<file path="config.mk">
export PLATFORM = sky130hd
export DESIGN_NAME = rcr_unit
export DESIGN_NICKNAME = d
export VERILOG_FILES = /design/src/rtl/rcr_unit.sv
export SDC_FILE = /design/constraint.sdc
export NUM_CORES = 1
export LEC_CHECK = 0
export BUFFER_PORTS_ARGS = -buffer_cell sky130_fd_sc_hd__buf_2
export CAP_MARGIN = 10
export CORE_MARGIN = 2
export CORE_UTILIZATION = 40
export DETAILED_ROUTE_END_ITERATION = 7
export GPL_TIMING_DRIVEN = 1
export PLACE_DENSITY = 0.72
export SKIP_CTS_REPAIR_TIMING = 1
export SLEW_MARGIN = 20
export SYNTH_ARGS = -nofsm -noshare
export SYNTH_HDL_FRONTEND = slang
export SYNTH_SLANG_ARGS = --single-unit
</file>
<file path="constraint.sdc">
create_clock -name clk -period 1.75 [get_ports clk]
set_clock_uncertainty 0.05 [all_clocks]
set_input_delay 0.175 -clock clk [delete_from_list [all_inputs] [get_ports clk]]
set_output_delay 0.175 -clock clk [all_outputs]
set_load 0.01 [all_outputs]
</file>
<file path="src/rtl/rcr_unit.sv">
module rcr_unit #(
  parameter int DATA_W = 32,
  parameter int CNT_W  = 5,
  parameter int SRC_W  = 8
) (
  input  logic              clk,
  input  logic              rst_n,
  input  logic              start,
  input  logic [1:0]        width_sel,
  input  logic              cnt_sel,
  input  logic [SRC_W-1:0]  cnt_imm,
  input  logic [SRC_W-1:0]  cnt_reg,
  input  logic [DATA_W-1:0] operand,
  input  logic              carry_in,
  input  logic              ovf_in,
  output logic              busy,
  output logic              done,
  output logic [DATA_W-1:0] result,
  output logic              carry_out,
  output logic              ovf_out
);
  localparam int IDX_W = $clog2(DATA_W);
  localparam int W_LO  = DATA_W / 4;
  localparam int W_MID = DATA_W / 2;

  function automatic logic [IDX_W-1:0] top_bit(input logic [1:0] code);
    case (code)
      2'b00:   top_bit = IDX_W'(W_LO - 1);
      2'b01:   top_bit = IDX_W'(W_MID - 1);
      default: top_bit = IDX_W'(DATA_W - 1);
    endcase
  endfunction

  function automatic logic [DATA_W-1:0] keep_mask(input logic [1:0] code);
    case (code)
      2'b00:   keep_mask = {{(DATA_W-W_LO){1'b0}}, {W_LO{1'b1}}};
      2'b01:   keep_mask = {{(DATA_W-W_MID){1'b0}}, {W_MID{1'b1}}};
      default: keep_mask = {DATA_W{1'b1}};
    endcase
  endfunction

  logic [DATA_W-1:0] op_q, op_nx;
  logic              c_q, o_q;
  logic [CNT_W-1:0]  cnt_q, eff_cnt;
  logic [1:0]        wsel_q;
  logic              busy_q, done_q;
  logic [IDX_W-1:0]  msb;
  logic              accept;
  logic              unused_cnt_bits;

  assign eff_cnt         = cnt_sel ? cnt_reg[CNT_W-1:0] : cnt_imm[CNT_W-1:0];
  assign unused_cnt_bits = ^{cnt_imm[SRC_W-1:CNT_W], cnt_reg[SRC_W-1:CNT_W]};
  assign accept          = start && !busy_q;
  assign msb             = top_bit(wsel_q);
  assign op_nx           = (op_q >> 1) | ({{(DATA_W-1){1'b0}}, c_q} << msb);

  always_ff @(posedge clk) begin
    if (!rst_n) begin
      op_q   <= '0;
      c_q    <= 1'b0;
      o_q    <= 1'b0;
      cnt_q  <= '0;
      wsel_q <= 2'b00;
      busy_q <= 1'b0;
      done_q <= 1'b0;
    end else if (accept) begin
      op_q   <= operand & keep_mask(width_sel);
      c_q    <= carry_in;
      o_q    <= ovf_in;
      wsel_q <= width_sel;
      cnt_q  <= eff_cnt;
      busy_q <= (eff_cnt != '0);
      done_q <= (eff_cnt == '0);
    end else if (busy_q) begin
      op_q  <= op_nx;
      c_q   <= op_q[0];
      o_q   <= op_nx[msb] ^ op_nx[msb - 1'b1];
      cnt_q <= cnt_q - 1'b1;
      if (cnt_q == CNT_W'(1)) begin
        busy_q <= 1'b0;
        done_q <= 1'b1;
      end
    end else begin
      done_q <= 1'b0;
    end
  end

  assign busy      = busy_q;
  assign done      = done_q;
  assign result    = op_q;
  assign carry_out = c_q;
  assign ovf_out   = o_q;
endmodule

</file>
=== Word level (Yosys, flattened, before mapping) ===
Cells that the tools add are included.

* $add $sub $neg: 2
* Order comparisons: 2
* Equality and inequality tests: 4
* Shift-type cells: 1
* Multiplexer cells: 23
* Bitwise gates (word level): 3
* Reductions and logical operators: 7

{| class="wikitable"
|+ Operator list
! cell !! count
|-
| $mux 32 || 4
|-
| $pmux 32 s2 || 1
|-
| $and 32x32->32 || 1
|-
| $or 31x32->32 || 1
|-
| $shl 1x5->32 || 1
|-
| $mux 5 || 3
|-
| $lt 5x6->1 const B || 2
|-
| $mux 1 || 12
|-
| $bmux 1 s5 || 2
|-
| $pmux 5 s2 || 1
|-
| $sub 5x1->5 const B || 2
|-
| $eq 5x1->1 const B || 1
|-
| $logic_not 5->1 || 1
|-
| $reduce_bool 5->1 || 1
|-
| $eq 2x1->1 const B || 2
|-
| $logic_not 2->1 || 2
|-
| $ne 3x1->1 const B || 1
|-
| $reduce_bool 2->1 || 1
|-
| $logic_and 1x1->1 || 1
|-
| $logic_not 1->1 || 1
|-
| $xor 1x1->1 || 1
|}

* Bits in registers: 43

=== Logic depth before layout (Yosys ltp) ===
Gate-level depths: netlist of the first run.

* Depth after elaboration: 9
* Depth in mapped cells: 6

=== Least setup slack after synthesis of the first run ===
No wires, ideal clock.

* Path kind: flip-flop to flip-flop
* Start: register wsel_q[0]
* End: register o_q (netlist: ovf_out)
* Data arrival time: 1248 ps
* Data required time: 1621 ps
* Path slack: 373 ps
* Cell stages (with the launch flop): 5
* Path buffers: 0
* Period minus slack after synthesis: 1377 ps
* Path through: dfxtp_1 -> mux2i_1 -> nor2_1 -> or4b_1 -> o211ai_1

* Word-level cells in the longest chain between the ends: 9
* Elaborated cells between the ends (all ways): 13
* Those cells by class: add/sub: 1; eq/ne: 1; shift: 1; mux: 7; bitwise: 2; reduce/logical: 1

{| class="wikitable"
|+ RTL lines
! what !! line !! source
|-
| from (decl) || 45 || <nowiki>logic [1:0] wsel_q;</nowiki>
|-
| from (signal assigned) || 70 || <nowiki>wsel_q <= width_sel;</nowiki>
|-
| $eq 2x1->1 / $logic_not 2->1 (equally long branches) || 27 || <nowiki>case (code)</nowiki>
|-
| $pmux 5 s2 (*) || 27 ||
|-
| branches (longest 4 deep; another with $sub 5x1->5) || n/a ||
|-
| $xor 1x1->1 (*) || 77 || <nowiki>o_q <= op_nx[msb] ^ op_nx[msb - 1'b1];</nowiki>
|-
| $mux 1 (*) || 74 || <nowiki>end else if (busy_q) begin</nowiki>
|-
| $mux 1 (*) || 66 || <nowiki>end else if (accept) begin</nowiki>
|-
| to (signal assigned) || 69 || <nowiki>o_q <= ovf_in;</nowiki>
|-
| to (signal assigned) || 77 ||
|-
| to (decl) || 43 || <nowiki>logic c_q, o_q;</nowiki>
|}

Every way passes the cells marked *. The select of a mux whose other input is x is not followed.
A chain may end at the register's enable or synchronous reset.

=== Worst setup path in the final report of the first run ===
Same ends and word-level chain as after synthesis.

==> results.sh, run 1 <==
export IMPL_holdCritPathClass="in2reg"
export IMPL_cap_violations=0
export IMPL_arrival_ns=1.66
export IMPL_post_route_min_period_ns=1.493
export IMPL_drive_above_1_share_pct=32.72
export IMPL_grt_usage_pct=17.91
export IMPL_die_area_mm2=0.005897
export IMPL_finalCritPeriodShare_pct=85.33
export IMPL_postRouteAntennaNets=0
export IMPL_setup_viol=0
export IMPL_p_leak_nw=1.250
export IMPL_clock_latency_ns=0.29
export IMPL_seqCellArea_um2=862.1
export IMPL_hold_violations=0
export IMPL_synth_most_common_cell="dfxtp_1"
export IMPL_multi_input_area_mm2=0.001135
export IMPL_hp_start="operand[13]"
export IMPL_die_w_um=76.80
export IMPL_tns_ns=0
export IMPL_synth_flop_cell="dfxtp_1"
export IMPL_dp_hpwl_um=3823
export IMPL_cts_tree="yes"
export IMPL_ios=92
export IMPL_die_h_um=76.80
export IMPL_fin_cells=394
export IMPL_initialDrtViolationCount=90
export IMPL_slew_violations=0
export IMPL_worst_slew_pin_slew_ns=0.6067
export IMPL_via_per_inst=5.226
export IMPL_clk_root_buffer_cell="clkbuf_8"
export IMPL_synth_fp_nets=302
export IMPL_worst_setup_path_start_kind="register"
export IMPL_whs_endpoint="result[13]"
export IMPL_p_per_area_mw_per_mm2=893.8
export IMPL_clkSinkCount=43
export IMPL_ff2ff_path_depth=4
export IMPL_dr_pass1_iters=4
export IMPL_drcViolationCount=0
export IMPL_async_reset_ff_share_pct=0
export IMPL_avgSynthCellArea_um2=8.687
export IMPL_post_drt_wl_per_cell_um=13.38
export IMPL_ys_seq_elements=43
export IMPL_grt_max_degree=32
export IMPL_worst_hold_slack_ns=0.08123
export IMPL_synth_commonest_cells="43 x dfxtp_1, 34 x nor2_1, 21 x a221oi_1, 21 x nor2b_1, 19 x nor3_1"
export IMPL_grt_pass1_vias=1844
export IMPL_syn_instance_count=244
export IMPL_min_path_cells=3
export IMPL_io_buffers=85
export IMPL_timing_rr_end="ovf_out"
export IMPL_finalWeightedCongestion=0.8675
export IMPL_drt_wl_total_um=5272
export IMPL_worstPathMaxFanout=5
export IMPL_synthTopCellsByArea="dfxtp_1 41%, a221oi_1 8.7%, mux2i_1 8.5%"
export IMPL_cts_made_buffers=5
export IMPL_critPathRequiredTime_ns=1.91
export IMPL_r2r_start="wsel_q[0]"
export IMPL_syn_to_final_growth_pct=27.86
export IMPL_synth_area_leader_cell="dfxtp_1"
export IMPL_yosysTopAreaCellShare_pct=40.61
export IMPL_num_nets_final=382
export IMPL_vias=2059
export IMPL_relSlewSlack_pct=59.56
export IMPL_diodes=0
export IMPL_htree_levels=2
export IMPL_postPlaceCellArea_mm2=0.002608
export IMPL_fmax_mhz=669.7
export IMPL_cts_clk_slew_worst_paths_ns=0.08
export IMPL_dpl_cell_count=387
export IMPL_rrSetupSlack_ns=0.26
export IMPL_ys_types=38
export IMPL_cts_buffer_depth=2
export IMPL_ys_warn_count=0
export IMPL_grt_pass1_wl_um=8618
export IMPL_fp_coreArea_mm2=0.005107
export IMPL_status="completed"
export IMPL_synth_edf_count=0
export IMPL_start_util_pct=41.50
export IMPL_final_area_mm2=0.002710
export IMPL_netlist_area_mm2=0.002120
export IMPL_ys_seq_area_share_pct=40.61
export IMPL_critPathCaptureType="register"
export IMPL_antenna_found_initial=0
export IMPL_grt_remaining_overflow=0
export IMPL_ir_drop_v=0.0003328
export IMPL_rsz0062_at_grt="false"
export IMPL_critPathKind="reg2reg"
export IMPL_rows=26
export IMPL_fillers=475
registers in the layout, summed over array words and instances, names as in the netlist:
register,flops
busy,1
carry_out,1
cnt_q,5
done,1
ovf_out,1
result,32
wsel_q,2
kinds of logic (layout without fill, tap and decap cells):
family	count (synthesis)	in the layout	share of synthesized area, %
AND/OR/NAND/NOR	95	95	23.49
AO/OA/AOI/OAI	54	54	18.89
flip-flops	43	43	40.61
buffers and inverters	29	109	5.844
multiplexers	20	20	9.563
adder cells (fa/ha/maj)	2	2	1.180
XOR/XNOR	1	1	0.4133
report_power, final:
part	total [mW]	internal (mW)	leakage, nW	switching (mW)
sequential	1.14	1.07	0.355	0.0784
combinational	0.538	0.259	0.844	0.279
clock	0.740	0.418	0.0513	0.322
routing by layer:
layer  vias to the layer above  GRT usage [%]  part of all wire, %
li1                       1043              -                    -
met1                       943          23.63                   47
met2                        67          27.81                   45
met3                         6          4.824                  6.6
met4                         0          6.909                  1.5
met5                         -              0                    0
cells in the final DEF, fill, tap and decap left out, types with 4 or more instances in the layout:
| cell type | instances |
|---|---|
| nor2b_1 | 21 |
| a21oi_1 | 14 |
| a311oi_1 | 5 |
| buf_4 | 9 |
| o21ai_0 | 4 |
| buf_2 | 85 |
| nor3_1 | 19 |
| dfxtp_1 | 42 |
| a221oi_1 | 21 |
| inv_1 | 8 |
| nor3b_1 | 6 |
| mux2i_1 | 18 |
| nor2_1 | 34 |
| clkbuf_8 | 5 |
worst max path at each step:
stage / start / endpoint / slack, ns / cells after the start
after floorplan: wsel_q[0] / ovf_out / 0.37 / 4
after global placement: busy / result[14] / 0.29 / 4
after detailed placement: start / result[31] / 0.26 / 5
after CTS: busy / busy / 0.25 / 2
after global routing: busy / result[14] / 0.1 / 4
final: wsel_q[0] / ovf_out / 0.26 / 4
through the flow:
stage | utilization, % | setup WS, ns | power (mW)
3_5_place_dp | 51.05 | 0.2597 | 1.702
4_1_cts | 53.06 | 0.2530 | 2.448
5_1_grt | 53.06 | 0.09875 | 2.565
3_3_place_gp | 51.05 | 0.2860 | 1.691
6_report | 53.06 | 0.2568 | 2.422
2_1_floorplan | - | 0.3733 | 1.505
final cells by class:
type	count	area share, %
clock buffer	6	2.678
clock inverter	1	1.108
multi-input combinational	172	41.87
tap	70	3.232
sequential	43	31.81
timing repair buffer	94	18.19
inverter	8	1.108
worst max-delay path: stages (launching register included):
cell,delay [ns]
dfxtp_1,0.43
mux2i_1,0.20
nor2_1,0.06
or4b_1,0.50
o211ai_1,0.17
Note: power is estimated with default switching activity, not from simulation.
==> run 2, diff against run 1 <==
- ABC_AREA: unset -> 1
- ABC_CLOCK_PERIOD_IN_PS: unset -> 1750
- PLACE_DENSITY: 0.72 -> 0.73
==> results.sh, run 2 <==
export IMPL_status="completed"
export IMPL_drcViolationCount=0
export IMPL_finalWeightedCongestion=0.8887
export IMPL_via_per_inst=4.868
export IMPL_rsz0062_at_grt="false"
export IMPL_start_util_pct=40.88
export IMPL_holdCritPathClass="in2reg"
export IMPL_ys_seq_area_share_pct=42.03
export IMPL_post_route_min_period_ns=1.451
export IMPL_power_frac_clock_pct=27.3
export IMPL_drt_wl_total_um=5345
export IMPL_fmax_mhz=689.1
export IMPL_clkSinkCount=43
export IMPL_htree_levels=2
export IMPL_dp_hpwl_um=3860
export IMPL_ios=92
export IMPL_async_reset_ff_share_pct=0
export IMPL_power_frac_seq_pct=51.4
export IMPL_die_area_mm2=0.005709
export IMPL_cts_clk_slew_worst_paths_ns=0.08
export IMPL_grt_remaining_overflow=0
export IMPL_hp_start="operand[18]"
export IMPL_crit_chain="inv_2, nand2_4, nor2_4, buf_4, nand2_1, a31oi_1"
export IMPL_ys_warn_count=0
export IMPL_ys_types=23
export IMPL_postRouteAntennaNets=0
export IMPL_postPlaceCellArea_mm2=0.002530
export IMPL_synth_area_leader_cell="dfxtp_1"
export IMPL_whs_endpoint="result[18]"
export IMPL_drive_above_1_share_pct=26.11
export IMPL_p_leak_nw=1.279
export IMPL_synthTopCellsByArea="dfxtp_1 42%, nand2_1 21%, a31oi_1 7.0%"
export IMPL_critPathRequiredTime_ns=1.91
export IMPL_synth_most_common_cell="nand2_1"
export IMPL_hold_violations=0
export IMPL_ir_drop_v=0.0004196
export IMPL_largest_reg_flops=32
export IMPL_worst_setup_path_start_kind="register"
export IMPL_r2r_start="busy"
export IMPL_antenna_found_initial=0
export IMPL_arrival_ns=1.62
export IMPL_swShare_pct=30.17
export IMPL_num_nets_final=442
export IMPL_tns_ns=0
export IMPL_synth_flop_cell="dfxtp_1"
export IMPL_worst_slack_ns=0.2988
export IMPL_cpMaxStageDelayCell="dfxtp_1"
export IMPL_p_per_area_mw_per_mm2=822.6
export IMPL_cts_tree="yes"
export IMPL_mostFrequentLayoutCells="114 x nand2_1, 85 x buf_2, 43 x dfxtp_1"
export IMPL_worst_hold_slack_ns=0.08506
export IMPL_grt_pass1_vias=1917
export IMPL_die_h_um=75.56
export IMPL_netlist_area_mm2=0.002048
export IMPL_grt_pass1_wl_um=8252
export IMPL_clock_latency_ns=0.29
export IMPL_worst_slew_pin_slew_ns=0.4248
export IMPL_rrSetupSlack_ns=0.30
export IMPL_fillers=530
export IMPL_intPower_mw=1.495
export IMPL_p_comb_share_pct=21.3
export IMPL_cts_buffer_depth=2
export IMPL_critPathCaptureType="register"
export IMPL_cts_made_buffers=5
export IMPL_place_ws_ns=0.3102
export IMPL_slowest_delay_ns=0.34
export IMPL_slew_violations=0
export IMPL_worstPathMaxFanout=15
export IMPL_io_buffers=85
export IMPL_vias=2205
export IMPL_synth_fp_nets=361
export IMPL_avgSynthCellArea_um2=6.760
export IMPL_ys_seq_elements=43
export IMPL_rows=26
export IMPL_dr_pass1_iters=4
export IMPL_final_area_mm2=0.002603
export IMPL_multi_input_area_um2=985.9
export IMPL_initialDrtViolationCount=104
export IMPL_grt_usage_pct=18.52
export IMPL_die_w_um=75.56
export IMPL_timing_rr_end="result[30]"
export IMPL_power_total_mw=2.141
export IMPL_critPathKind="reg2reg"
export IMPL_grt_max_degree=32
export IMPL_relSlewSlack_pct=71.65
export IMPL_synth_commonest_cells="114 x nand2_1, 43 x dfxtp_1, 31 x inv_1"
export IMPL_synth_edf_count=0
export IMPL_min_path_cells=3
export IMPL_yosysTopAreaCellShare_pct=42.03
export IMPL_ff2ff_path_depth=6
export IMPL_syn_instance_count=303
export IMPL_clk_root_buffer_cell="clkbuf_8"
export IMPL_fp_coreArea_mm2=0.005010
export IMPL_final_common_cell="nand2_1"
export IMPL_diodes=0
export IMPL_setup_viol=0
export IMPL_cap_violations=0
export IMPL_post_drt_wl_per_cell_um=11.80
export IMPL_syn_to_final_growth_pct=27.06
export IMPL_finalCritPeriodShare_pct=82.93
export IMPL_p_switching_uw=645.9
export IMPL_seqCellArea_um2=860.8
[run 2: changes by cell type in the layout (fill, tap and decap cells not counted), moves of 7 or more]
| cell | change |
|---|---|
| o221ai_1 | +7 |
| inv_1 | +23 |
| nor3_1 | -16 |
| mux2i_1 | -18 |
| nand3_1 | +17 |
| nor2b_1 | -21 |
| nor2_1 | -19 |
| nand2_1 | +112 |
| a31oi_1 | +23 |
| o21ai_0 | +7 |
| a221oi_1 | -21 |
[run 2: worst max-delay path by stage]
stage / startpoint / cells past startpoint / slack (ns) / to
after floorplan: busy / 6 / 0.53 / cnt_q[3]
after global placement: busy / 6 / 0.34 / result[29]
after detailed placement: busy / 6 / 0.31 / result[30]
after CTS: busy / 6 / 0.28 / result[30]
after global routing: busy / 6 / 0.17 / result[30]
final: busy / 6 / 0.30 / result[30]
[run 2: cells by family after synthesis]
logic type                 count (synthesis)  share of synthesized area (%)
buffers and inverters                     49                          9.957
and+or+nand+nor                          155                          30.67
DFF                                       43                          42.03
adders and majority gates                  2                          1.222
AOI/OAI and AO/OA                         54                          16.13
[run 2: metrics by stage]
stage	cells	util, %
final	453	51.95
after global routing	453	51.95
after CTS	453	51.95
after detailed placement	447	50.50
after global placement	447	50.50
after floorplan	303	-
[run 2: critical path: cells and delay by family (launching register included)]
| family | cells | cell delay [ns] |
|---|---|---|
| buffers and inverters | 2 | 0.38 |
| AOI/OAI and AO/OA | 1 | 0.13 |
| DFF | 1 | 0.34 |
| and+or+nand+nor | 3 | 0.47 |
[run 2: power groups by stage]
stage | combinational [mW] | clock, mW | sequential (mW)
after floorplan | 0.265 | 0 | 1.14
after global placement | 0.449 | 0 | 1.12
after detailed placement | 0.457 | 0 | 1.12
after CTS | 0.459 | 0.598 | 1.10
after global routing | 0.517 | 0.636 | 1.11
final | 0.456 | 0.585 | 1.10
[run 2: per-layer routing]
metal / share of wire [%] / up-vias / global-route usage (%)
li1: - / 1143 / -
met1: 47 / 1000 / 24.37
met2: 48 / 55 / 30.63
met3: 4.3 / 7 / 3.175
met4: 1.4 / 0 / 6.628
met5: 0 / - / 0
[run 2: area by class of cell]
| class | instances | area share [%] |
|---|---|---|
| clock buffer | 6 | 2.788 |
| tap | 70 | 3.365 |
| multi-input combinational | 211 | 37.88 |
| sequential | 43 | 33.08 |
| inverter | 34 | 4.904 |
| timing repair buffer | 89 | 17.98 |
